===== src/rtl/i2c_msg_seq.sv =====
module i2c_msg_seq #(
  parameter int CW = 8,
  parameter int RETRIES = 3,
  parameter int GAP_CYCLES = 16,
  parameter int MAX_BLOCK = 32
) (
  input  logic          clk,
  input  logic          rst_n,
  input  logic          start,
  input  logic [9:0]    addr,
  input  logic          rd,
  input  logic          ten_bit,
  input  logic          flip_dir,
  input  logic          ignore_nak,
  input  logic          recv_len,
  input  logic [CW-1:0] len,
  input  logic [7:0]    wr_data,
  output logic          wr_take,
  output logic [7:0]    rd_data,
  output logic          rd_valid,
  output logic          busy,
  output logic          done,
  output logic [2:0]    err,
  output logic [CW:0]   xfer_count,
  output logic          eng_go,
  output logic [2:0]    eng_cmd,
  output logic [7:0]    eng_byte,
  output logic          eng_bit,
  input  logic          eng_done,
  input  logic          eng_nak,
  input  logic          eng_to,
  input  logic [7:0]    eng_rx
);
  localparam int RW = CW + 1;
  localparam int TW = $clog2(RETRIES + 2);
  localparam int GW = $clog2(GAP_CYCLES + 1);

  localparam logic [2:0] C_START = 3'd0, C_STOP = 3'd1, C_RSTART = 3'd2,
                         C_WRITE = 3'd3, C_READ = 3'd4, C_ACK = 3'd5;
  localparam logic [2:0] E_OK = 3'd0, E_ADDR = 3'd1, E_DATA = 3'd2,
                         E_TIME = 3'd3, E_LEN = 3'd4;

  typedef enum logic [3:0] {
    S_IDLE, S_START, S_A0, S_A1, S_RS, S_A2, S_XFER, S_ACK,
    S_STOP, S_RSTOP, S_GAP, S_RSTART
  } step_t;

  step_t step, after_addr;
  logic pend, m_rd, m_ten, m_flip, m_ign, m_rlen;
  logic first_rd, bad_len, ack_bit, retry_a2;
  logic [9:0] m_addr;
  logic [RW-1:0] remain, cnt;
  logic [TW-1:0] tries;
  logic [GW-1:0] gap;
  logic [7:0] b7, b10, byte_n;
  logic [2:0] cmd_n;
  logic issue, resp, len_bad;

  assign b7      = {m_addr[6:0], m_rd ^ m_flip};
  assign b10     = {5'b11110, m_addr[9:8], 1'b0};
  assign busy    = step != S_IDLE;
  assign issue   = busy && !pend && step != S_GAP;
  assign wr_take = issue && step == S_XFER && !m_rd;
  assign resp    = pend && eng_done;
  assign len_bad = eng_rx == 8'd0 || eng_rx > 8'(MAX_BLOCK);
  assign xfer_count = cnt;
  assign after_addr = (remain == '0) ? S_STOP : S_XFER;

  always_comb begin
    case (step)
      S_START, S_RSTART: cmd_n = C_START;
      S_RS:              cmd_n = C_RSTART;
      S_STOP, S_RSTOP:   cmd_n = C_STOP;
      S_ACK:             cmd_n = C_ACK;
      S_XFER:            cmd_n = m_rd ? C_READ : C_WRITE;
      default:           cmd_n = C_WRITE;
    endcase
    case (step)
      S_A0:    byte_n = m_ten ? b10 : b7;
      S_A1:    byte_n = m_addr[7:0];
      S_A2:    byte_n = b10 | 8'h01;
      S_XFER:  byte_n = wr_data;
      default: byte_n = 8'h00;
    endcase
  end

  always_ff @(posedge clk or negedge rst_n) begin
    if (!rst_n) begin
      step <= S_IDLE; pend <= 1'b0;
      m_rd <= 1'b0; m_ten <= 1'b0; m_flip <= 1'b0; m_ign <= 1'b0; m_rlen <= 1'b0;
      m_addr <= '0; remain <= '0; cnt <= '0; tries <= '0; gap <= '0;
      first_rd <= 1'b0; bad_len <= 1'b0; ack_bit <= 1'b0; retry_a2 <= 1'b0;
      err <= E_OK; done <= 1'b0; rd_valid <= 1'b0; rd_data <= '0;
      eng_go <= 1'b0; eng_cmd <= C_START; eng_byte <= '0; eng_bit <= 1'b0;
    end else begin
      done     <= 1'b0;
      rd_valid <= 1'b0;
      eng_go   <= issue;
      if (issue) begin
        eng_cmd <= cmd_n; eng_byte <= byte_n; eng_bit <= ack_bit; pend <= 1'b1;
      end else if (resp) begin
        pend <= 1'b0;
      end
      case (step)
        S_IDLE: if (start) begin
          m_addr <= addr; m_rd <= rd; m_ten <= ten_bit; m_flip <= flip_dir;
          m_ign <= ignore_nak; m_rlen <= recv_len;
          remain <= RW'(len); cnt <= '0; err <= E_OK;
          tries <= ignore_nak ? '0 : TW'(RETRIES);
          first_rd <= 1'b1; bad_len <= 1'b0; retry_a2 <= 1'b0;
          step <= S_START;
        end
        S_GAP: begin
          if (gap == GW'(GAP_CYCLES - 1)) step <= S_RSTART;
          else gap <= gap + GW'(1);
        end
        S_STOP: if (resp) begin
          if (eng_to && err == E_OK) err <= E_TIME;
          done <= 1'b1;
          step <= S_IDLE;
        end
        S_RSTOP: if (resp) begin
          gap <= '0;
          step <= S_GAP;
        end
        default: if (resp) begin
          if (eng_to) begin
            err <= E_TIME; step <= S_STOP;
          end else begin
            case (step)
              S_START:  step <= S_A0;
              S_RSTART: step <= retry_a2 ? S_A2 : S_A0;
              S_RS: begin
                tries <= m_ign ? '0 : TW'(RETRIES);
                step <= S_A2;
              end
              S_A0, S_A2: begin
                if (!eng_nak || m_ign) begin
                  if (step == S_A0 && m_ten) step <= S_A1;
                  else step <= after_addr;
                end else if (tries != '0) begin
                  tries <= tries - TW'(1);
                  retry_a2 <= step == S_A2;
                  step <= S_RSTOP;
                end else begin
                  err <= E_ADDR; step <= S_STOP;
                end
              end
              S_A1: begin
                if (eng_nak && !m_ign) begin
                  err <= E_ADDR; step <= S_STOP;
                end else begin
                  step <= m_rd ? S_RS : after_addr;
                end
              end
              S_XFER: begin
                if (m_rd) begin
                  rd_data <= eng_rx; rd_valid <= 1'b1;
                  cnt <= cnt + RW'(1); first_rd <= 1'b0;
                  if (m_rlen && first_rd) begin
                    if (len_bad) begin
                      bad_len <= 1'b1; ack_bit <= 1'b0;
                    end else begin
                      remain <= remain + RW'(eng_rx) - RW'(1); ack_bit <= 1'b1;
                    end
                  end else begin
                    remain <= remain - RW'(1); ack_bit <= remain != RW'(1);
                  end
                  step <= S_ACK;
                end else if (eng_nak && !m_ign) begin
                  err <= E_DATA; step <= S_STOP;
                end else begin
                  cnt <= cnt + RW'(1);
                  remain <= remain - RW'(1);
                  step <= (remain == RW'(1)) ? S_STOP : S_XFER;
                end
              end
              S_ACK: begin
                if (bad_len) begin
                  err <= E_LEN; step <= S_STOP;
                end else begin
                  step <= (remain == '0) ? S_STOP : S_XFER;
                end
              end
              default: step <= S_STOP;
            endcase
          end
        end
      endcase
    end
  end
endmodule


===== config.mk =====
export PLATFORM = sky130hd
export DESIGN_NAME = i2c_msg_seq
export DESIGN_NICKNAME = d
export VERILOG_FILES = /design/src/rtl/i2c_msg_seq.sv
export SDC_FILE = /design/constraint.sdc
export NUM_CORES = 1
export LEC_CHECK = 0
export ABC_CLOCK_PERIOD_IN_PS = 2700
export BUFFER_PORTS_ARGS = -buffer_cell sky130_fd_sc_hd__buf_4
export CAP_MARGIN = 15
export CORE_MARGIN = 1.5
export CORE_UTILIZATION = 45
export CTS_CLUSTER_SIZE = 16
export DETAILED_ROUTE_END_ITERATION = 7
export GPL_TIMING_DRIVEN = 0
export PLACE_DENSITY = 0.69
export SYNTH_ARGS = -nofsm -noshare
export SYNTH_HDL_FRONTEND = slang
export SYNTH_SLANG_ARGS = --single-unit

===== constraint.sdc =====
create_clock -name clk -period 2.7 [get_ports clk]
set_input_delay 0.27 -clock clk [delete_from_list [all_inputs] [get_ports clk]]
set_output_delay 0.27 -clock clk [all_outputs]
set_load 0.03 [all_outputs]

==> metrics, run 1 <==
status finished, final reports clean; CP max-delay cell or4_1; worst slew pin tran about 0.96 ns; I/O Buffers 81; largest net degree at the start of global routing between 70 and 80; Peak Freq 376 MHz; Nets ~730; drt first pass iters 4; worst reg2reg endpoint remain[8]$_DFFE_PN0P_; Setup crit start kind flop; initial drt markers roughly 280; Worst EP arrival about 3.0 ns; Hold Buf Count CTS 0; synthesized area approximately 0.0047 mm²; DPL Wire Length between 9000 and 10,000 µm; Pleak 2.73 nW; top_reg_cell synth dfrtp_1; CP Max Fanout 4; Synth Warn # 0; DRT antenna net count 0; Initial Utilization between 40% and 50%; All-Layer GR Usage between 20% and 30%; cells after synthesis about 560; Unique masters post-synth 60; Ant. Diodes 0; DRC 0; critical path's top delay family compound AO/OA/AOI/OAI gates; CTS Buf Count 9; met2 WL post-DR 6060 µm; hold crit path type input port to async pin; met3 WL around 630 µm; main combinational cell family by area after synthesis compound AO/OA/AOI/OAI gates; post-layout minimum cycle time approximately 2.7 ns; Clock Skews between 0.015 and 0.02 ns; Top Layer Used met4; post-synthesis compound-gate area fraction 22.6%; Power Total 0.00525 W; first-pass GRT wire length roughly 21,000 µm; CP peak stage delay around 0.41 ns; max_cap viols 0; Final period util between 90 and 100%; crit path capture type flop; commonest non-fill, non-tap cell in the layout nand2_1; Worst Path Required approximately 3 ns; clock root cell clkbuf_8; FF-to-FF Start remain[3]$_DFFE_PN0P_; share of layout cells above drive strength 1 a little under a fifth; CTS tree built; Slew Viols, Final 0; Rows 36; CTS H-tree lvls 3; setup TNS 0 ns; post-synthesis xor/xnor area fraction under 10%; vias per cell about 5.5; RSZ-0062 raised after global routing yes; GR Overflow Total 0; Setup Crit Path Kind flop to flop; syn_area_per_cell around 8.3 µm²; Worst-Skew Late Latency approximately 0.37 ns; post-synthesis mux area share 0.429%; I/O pin cnt 82; Synth async-reset ratio 100%; synth-to-layout area growth 21.9%; maximum VDD drop 0.471 mV; DR WL/cell 15.7 µm; post-synthesis simple-gate area fraction about a fifth; area of the core around 0.0099 mm²; initial antenna violation count 0; Critical path buffers and inverters 2; Filler cells between 900 and 1,000; net count after synthesis 632; Hold Vio Cnt, Final 0; die span in x 105 µm; DRT met1 WL ~5700 µm; Cell Pwr Density between 900 and 1000 mW/mm²; register bit count reported by yosys 76; most frequent cells in the layout nand2_1 (100), buf_4 (84), dfrtp_1 (76); Post-Synth Adder-Cell Area 6.60%; reg2reg path depth 12; DRT Wirelength 12,500 µm; vias in the first global route around 4,400; Die Area roughly 0.011 mm²; routed via count 4,365; Post-synth EDFFs 0; maximum clock path buffer count 2; Die Height 105 µm; Slew headroom between 30% and 40%; Reg2Reg Setup Slack around 0.038 ns; register clock-pin slew on the reported worst setup and hold paths around 0.10 ns; GP Congestion between 0.9 and 1; sequential fraction of the synthesis area around 41%; Setup Viol. Count Final 0; CP cell instances inv_1, ha_1, inv_1, ha_1, o21ai_0, o21bai_1, a211oi_1, o21bai_1, xor2_1, a21oi_1, or4_1, o21ai_1; Num Clock Sinks 76
flip-flops by register name, summed over array words and instances, names as in the netlist, 3 cells and up:
register	flops
step	4
gap	5
m_addr	10
eng_cmd	3
xfer_count	9
tries	3
rd_data	8
err	3
remain	9
eng_byte	8
per-layer routing:
layer  track usage [%]  vias to the layer above
met4              6.75                        0
li1                  -                     2161
met5                 0                        -
met1              31.8                     2080
met2              39.4                      109
met3              3.87                       15
synthesized netlist by cell type, drive strengths merged, types with 2 or more instances:
cell type  count  area share (%)
o221ai         2            0.38
nand3         13             1.4
o211ai         3            0.48
nor2b          4            0.54
or3            4            0.54
a21o          10             1.6
xor2           9             1.7
or2            2            0.27
clkbuf        16             1.3
nand3b         3            0.48
and3           4            0.54
a211oi        15             2.4
o21ai         51             5.5
nor3          14             1.5
or4            3            0.48
buf           10             1.2
o32a           2            0.46
nor4           7             1.3
inv           50             4.0
mux2i          2            0.43
nand4          5            0.80
o22a           3            0.56
nand2b         5            0.67
xnor2          8             1.5
o21a           3            0.48
a222oi         7             1.5
nand2        100             8.0
o21bai         3            0.48
ha            23             6.2
o31ai          6             1.1
o22ai          3            0.40
a21oi         44             4.7
a21boi         2            0.56
and2           2            0.27
nor2          36             3.0
a31oi          2            0.27
dfrtp         76              41
worst max-delay path by stage:
stage	startpoint	end	cells after the start
after floorplan	remain[2]$_DFFE_PN0P_	remain[8]$_DFFE_PN0P_	12
after global placement	remain[2]$_DFFE_PN0P_	remain[8]$_DFFE_PN0P_	12
after detailed placement	remain[2]$_DFFE_PN0P_	remain[8]$_DFFE_PN0P_	12
after CTS	step[3]$_DFFE_PN0P_	busy	6
after global routing	remain[2]$_DFFE_PN0P_	remain[8]$_DFFE_PN0P_	12
final	remain[3]$_DFFE_PN0P_	remain[8]$_DFFE_PN0P_	12
repair_timing:
item                                    in CTS  in global routing
hold endpoints to repair                     0                  0
gates resized for setup                      2                 12
gates cloned                                 0                  0
pin swaps                                    0                  2
endpoints found under the setup margin       1                 18
setup buffers                                1                  1
power by group:
part / total (W) / switching (W) / internal (W)
logic: 0.00264 / 0.00164 / 0.00101
registers: 0.00172 / 0.000277 / 0.00144
clock network: 0.000886 / 0.000515 / 0.000371
total: 0.00525 / 0.00243 / 0.00282
final cells by class:
type                            count  area (µm²)  share of cell area, %
Multi-Input combinational cell    411        2480                   43.7
Sequential cell                    76        1900                   33.4
Timing Repair Buffer               83         623                   11.0
Inverter                           50         188                   3.30
Tap cell                          133         166                   2.93
Clock buffer                        9         124                   2.18
Buffer                             26         124                   2.18
Clock inverter                      7        76.3                   1.34
logic make-up (layout without fill, tap and decap cells):
| group | count (synthesis) | count (layout) |
|---|---|---|
| and+or+nand+nor | 203 | 203 |
| AOI/OAI and AO/OA | 165 | 165 |
| DFF | 76 | 76 |
| buffers and inverters | 76 | 175 |
| adders and majority gates | 24 | 24 |
| xor gates and xnor gates | 17 | 17 |
| muxes | 2 | 2 |
stage by stage:
| step | setup WS (ns) | util, % | area (µm²) | hold slack [ns] | std cells |
|---|---|---|---|---|---|
| 2_1_floorplan | 0.171 | - | 4670 | -0.0256 | 563 |
| 3_3_place_gp | -0.0879 | 54.9 | 5440 | 0.462 | 777 |
| 3_5_place_dp | -0.0842 | 54.9 | 5440 | 0.466 | 777 |
| 4_1_cts | 0.00666 | 57.0 | 5650 | 0.0714 | 794 |
| 5_1_grt | -0.113 | 57.4 | 5690 | 0.0716 | 795 |
| 6_report | 0.0378 | 57.4 | 5690 | 0.0555 | 795 |
Power figures use the tool's default switching activity.
==> run 2, diff against run 1 <==
--- a/config.mk
+++ b/config.mk
@@ -8,6 +8,7 @@
 export ABC_CLOCK_PERIOD_IN_PS = 2700
 export BUFFER_PORTS_ARGS = -buffer_cell sky130_fd_sc_hd__buf_4
 export CAP_MARGIN = 15
+export CORE_ASPECT_RATIO = 0.75
 export CORE_MARGIN = 1.5
 export CORE_UTILIZATION = 45
 export CTS_CLUSTER_SIZE = 16
==> run 2 against run 1 <==
Against the previous run: the run now ends with setup timing left; combinational power increased by 9.8%; setup slack worse by 0.062 ns; clock skew decreased by 0.0093 ns; largest cell class unchanged.
==> metrics, run 2 (synthesized netlist as in run 1, its figures left out) <==
Worst-Skew Late Latency around 0.33 ns; drt first pass iters 7; DRT Wirelength 13,700 µm; Ant. Diodes 0; logic gate share of total power about half; I/O pin cnt 82; Peak Freq 367 MHz; RSZ-0062 raised after global routing yes; Setup crit start kind flop; CTS Buf Count 9; Int Pwr between 0.003 and 0.004 W; vias in the first global route around 4,200; DR WL/cell approximately 17 µm; GP Congestion a little over 0.9; max_cap viols 0; area of the core between 0.009 and 0.01 mm²; largest net degree at the start of global routing slightly below 80; Hold Buf Count CTS 0; Final period util 101%; GR Overflow Total 0; worst slew pin tran 0.976 ns; most frequent cells in the layout nand2_1 (100), buf_4 (92), dfrtp_1 (75); vias per cell 5.68; Non-Filler Cell Area, Final between 0.005 and 0.006 mm²; first-pass GRT wire length approximately 22,000 µm; Psw 0.00250 W; post-layout minimum cycle time 2.72 ns; maximum VDD drop ~0.6 mV; Die Area about 0.011 mm²; share of layout cells above drive strength 1 21.4%; Rows 31; Clock Power Share between 20% and 30%; Clock Skews a little under 0.008 ns; sequential share of power between 20% and 30%; initial drt markers around 490; Power Total between 0.005 and 0.006 W; worst hold slack 0.0832 ns; die span in x around 120 µm; CTS tree built; maximum clock path buffer count 2; initial antenna violation count 0; CP Max Fanout 3; Setup Viol. Count Final 1; DPL Wire Length slightly below 10,000 µm; register clock-pin slew on the reported worst setup and hold paths around 0.060 ns; commonest non-fill, non-tap cell in the layout nand2_1; Num Clock Sinks 76; DRC 0; PnR worst setup slack -0.0240 ns; most flop-heavy register m_addr; clock root cell clkbuf_16; status finished, violations left; DRT antenna net count 0; Area after DPL approximately 0.0054 mm²; Hold Vio Cnt, Final 0; Reg2Reg Setup Slack -0.02 ns; Cell Pwr Density approximately 1000 mW/mm²; Switching Fraction 41.8%; setup TNS -0.0240 ns; I/O Buffers 81; Pleak about 2.8 nW; Setup Crit Path Kind flop to flop; Worst EP arrival slightly below 3 ns; routed via count about 4,600; Die Height 91.2 µm; Slew headroom 34.9%; crit path capture type flop; synth-to-layout area growth 27.6%; max FFs per register 10; Nets approximately 730; Initial Utilization between 40% and 50%; CTS H-tree lvls 3; Worst Path Required 2.95 ns; hold crit path type input port to async pin; Slew Viols, Final 0; All-Layer GR Usage 25.4%; violated checks setup timing
run 2: cell types whose count changed in the layout (fill, tap and decap cells not counted), sizes merged:
cell / change
buf: +7
inv: -6
bufinv: +3
clkbuf: +3
run 2: layout make-up:
class,instances,area [µm²]
Inverter,50,188
Clock inverter,4,98.8
Timing Repair Buffer,91,683
Clock buffer,11,233
Sequential cell,76,1900
Tap cell,132,165
Buffer,26,125
Multi-Input combinational cell,411,2560
Fill cell,909,3900
run 2: final timing paths:
path | from | to | cells past startpoint
setup / recovery | remain[2]$_DFFE_PN0P_ | remain[8]$_DFFE_PN0P_ | 12
max in group asynchronous | rst_n | remain[0]$_DFFE_PN0P_ | 1
setup reg to reg | remain[2]$_DFFE_PN0P_ | remain[8]$_DFFE_PN0P_ | 12
min in group clk | flip_dir | m_flip$_DFFE_PN0P_ | 3
hold reg to reg | eng_byte[7]$_DFFE_PN0P_ | eng_byte[7]$_DFFE_PN0P_ | 1
hold / removal | rst_n | gap[3]$_DFFE_PN0P_ | 1
run 2: timing repair:
action,CTS,global route
pin swaps,3,11
gates resized for setup,6,23
setup buffers,2,8
setup endpoints to repair,7,16
run 2: per-stage QoR:
step / utilization (%) / setup slack, ns / instances
6_report: 60.4 / -0.0240 / 801
5_1_grt: 60.4 / -0.0911 / 801
4_1_cts: 59.0 / -0.00810 / 793
3_5_place_dp: 55.2 / -0.190 / 776
3_3_place_gp: 55.2 / -0.112 / 776
2_1_floorplan: - / 0.171 / 563
run 2: critical path, stage by stage, from the launching register on:
cell and delay [ns]:
dfrtp_1 0.39, inv_2 0.10, ha_4 0.22, inv_2 0.06, ha_4 0.20, a211oi_4 0.27, o21bai_2 0.11, a211oi_2 0.23
o21bai_1 0.10, xor2_1 0.20, a21oi_1 0.11, or4_1 0.54, o21ai_1 0.11
run 2: power by group through the flow:
stage               logic, W  clock network, W  registers [W]
floorplan            0.00172                 0        0.00180
global placement     0.00250                 0        0.00172
detailed placement   0.00254                 0        0.00174
CTS                  0.00264           0.00138        0.00172
global route         0.00320           0.00142        0.00177
finish               0.00290           0.00135        0.00173
run 2: routing by layer:
layer | GRT usage [%] | part of all wire (%) | up-vias | wire [µm]
li1 | - | - | 2177 | -
met1 | 39.2 | 46 | 2156 | 6300
met3 | 5.21 | 9.5 | 14 | 1290
met4 | 4.90 | 0.90 | 0 | 123
met5 | 0 | 0 | - | 0
met2 | 36.4 | 43 | 206 | 5940
==> run 3, diff against run 2 <==
--- a/config.mk
+++ b/config.mk
@@ -5,7 +5,7 @@
 export SDC_FILE = /design/constraint.sdc
 export NUM_CORES = 1
 export LEC_CHECK = 0
-export ABC_CLOCK_PERIOD_IN_PS = 2700
+export ABC_CLOCK_PERIOD_IN_PS = 3000
 export BUFFER_PORTS_ARGS = -buffer_cell sky130_fd_sc_hd__buf_4
 export CAP_MARGIN = 15
 export CORE_ASPECT_RATIO = 0.75
@@ -14,7 +14,8 @@
 export CTS_CLUSTER_SIZE = 16
 export DETAILED_ROUTE_END_ITERATION = 7
 export GPL_TIMING_DRIVEN = 0
-export PLACE_DENSITY = 0.69
+export PLACE_DENSITY = 0.66
+export SETUP_SLACK_MARGIN = 0.05
 export SYNTH_ARGS = -nofsm -noshare
 export SYNTH_HDL_FRONTEND = slang
 export SYNTH_SLANG_ARGS = --single-unit
==> constraint.sdc (replaced) <==
create_clock -name clk -period 3 [get_ports clk]
set_input_delay 0.3 -clock clk [delete_from_list [all_inputs] [get_ports clk]]
set_output_delay 0.3 -clock clk [all_outputs]
set_load 0.03 [all_outputs]
==> run 3 against run 2 <==
Against the previous run: the flow now finishes without violations; critical path depth down 4; sequential share of layout area up 0.90 points; maximum frequency shrank 4.4%; critical endpoint is now step[0]$_DFFE_PN0P_; largest power group unchanged.
==> metrics, run 3 (synthesized netlist as in run 1, its figures left out) <==
CTS Buf Count 9; Slew headroom a little under a third; critical path's top delay family compound AO/OA/AOI/OAI gates; Slew Viols, Final 0; Die Area 0.0110 mm²; worst slew pin tran roughly 1 ns; All-Layer GR Usage around a quarter; Reg2Reg Setup Slack 0.15 ns; crit path capture type flop; CP peak stage delay 0.65 ns; DPL Wire Length 9550 µm; GR Overflow Total 0; DRC 0; Die Height approximately 90 µm; hold crit path type input port to async pin; logic gate share of total power ~47%; Final period util between 90% and 100%; CTS H-tree lvls 3; I/O Buffers 81; Peak Freq between 300 and 400 MHz; Worst EP arrival around 3.1 ns; PnR worst setup slack around 0.15 ns; Cell Pwr Density approximately 880 mW/mm²; clock root cell clkbuf_16; share of layout cells above drive strength 1 18.2%; die span in x 121 µm; post-layout minimum cycle time around 2.8 ns; Filler cells 934; RSZ-0062 raised after global routing yes; DRT Wirelength approximately 13,000 µm; Non-Filler Cell Area, Final 0.00579 mm²; Setup crit start kind flop; Critical path buffers and inverters 2; Worst-Skew Late Latency ~0.33 ns; Setup Viol. Count Final 0; Int Pwr ~0.0029 W; Psw 0.00216 W; area of the core approximately 0.0099 mm²; routed via count roughly 4,500; Hold Vio Cnt, Final 0; utilization after layout between 50 and 60%; DRT antenna net count 0; initial drt markers roughly 370; CTS tree built; most frequent cells in the layout nand2_1 (100), buf_4 (82), dfrtp_1 (76); Setup Fix Bufs, Post-CTS 0; Switching Fraction roughly 42%; largest net degree at the start of global routing 77; sequential share of power between 30% and 40%; FF-to-FF Start step[0]$_DFFE_PN0P_; I/O pin cnt 82; DR WL/cell 16.3 µm; Num Clock Sinks 76; Post-Place Worst Slack ~0.13 ns; synth-to-layout area growth 24.0%; CP Max Fanout 10; Clock Skews ~0.0037 ns; register clock-pin slew on the reported worst setup and hold paths 0.06 ns; fin cells slightly below 800; Worst Path Required ~3.3 ns; Hold Buf Count CTS 0; status finished, final reports clean; CP max-delay cell o311ai_0; maximum VDD drop 0.360 mV; vias per cell 5.64; most flop-heavy register m_addr; max_cap viols 0; Area after DPL 0.00544 mm²; CP cell instances buf_2, nand2b_1, buf_2, nor3_1, a21oi_1, o311ai_0, a211oi_1, a21oi_1; placed insts between 700 and 800; Nets 724; max FFs per register 10; Clock Power Share roughly 23%; first-pass GRT wire length roughly 21,000 µm; Setup Crit Path Kind flop to flop; commonest non-fill, non-tap cell in the layout nand2_1; Pleak about 2.8 nW; drt first pass iters 6; setup TNS 0 ns; GP Congestion ~0.95; crit path from step[0]$_DFFE_PN0P_; Ant. Diodes 0; maximum clock path buffer count 2; initial antenna violation count 0; vias in the first global route a little over 4,000; Resized Gates After CTS 0; Rows 31; Initial Utilization between 40% and 50%
==> run 3: layer usage <==
layer / track usage [%] / wire length [µm]
met1: 38.1 / 6420
met2: 34.5 / 5300
met3: 5.46 / 1070
met4: 5.59 / 138
met5: 0 / 0
==> run 3: final cells by class <==
cell class / count / area, µm² / area share, %
clock buffers: 13 / 280 / 4.84
plain buffers: 26 / 118 / 2.03
inverters: 50 / 188 / 3.24
multi-input cells: 411 / 2480 / 42.9
clock inverters: 3 / 42.5 / 0.735
repair buffers: 81 / 608 / 10.5
well taps: 132 / 165 / 2.85
flip-flops and latches: 76 / 1900 / 32.9
==> run 3: power groups by stage <==
| stage | logic (W) | registers [W] | clock network, W |
|---|---|---|---|
| finish | 0.00238 | 0.00156 | 0.00114 |
| global route | 0.00265 | 0.00160 | 0.00121 |
| CTS | 0.00231 | 0.00155 | 0.00117 |
| detailed placement | 0.00229 | 0.00157 | 0 |
| global placement | 0.00225 | 0.00156 | 0 |
| floorplan | 0.00155 | 0.00162 | 0 |
==> run 3: through the flow <==
stage	hold WS [ns]	total power, W
2_1_floorplan	0.00441	0.00317
3_3_place_gp	0.463	0.00381
3_5_place_dp	0.463	0.00386
4_1_cts	0.142	0.00503
5_1_grt	0.142	0.00546
6_report	0.112	0.00509
==> run 3: path summary, 6_finish.rpt <==
path                                        endpoint  depth (start not counted)
setup / recovery                 step[0]$_DFFE_PN0P_                          8
hold / removal             xfer_count[6]$_DFFE_PN0P_                          1
setup reg to reg                 step[0]$_DFFE_PN0P_                          8
hold reg to reg              eng_byte[1]$_DFFE_PN0P_                          1
max in group asynchronous    eng_byte[0]$_DFFE_PN0P_                          1
min in group clk                    pend$_DFFE_PN0P_                          2
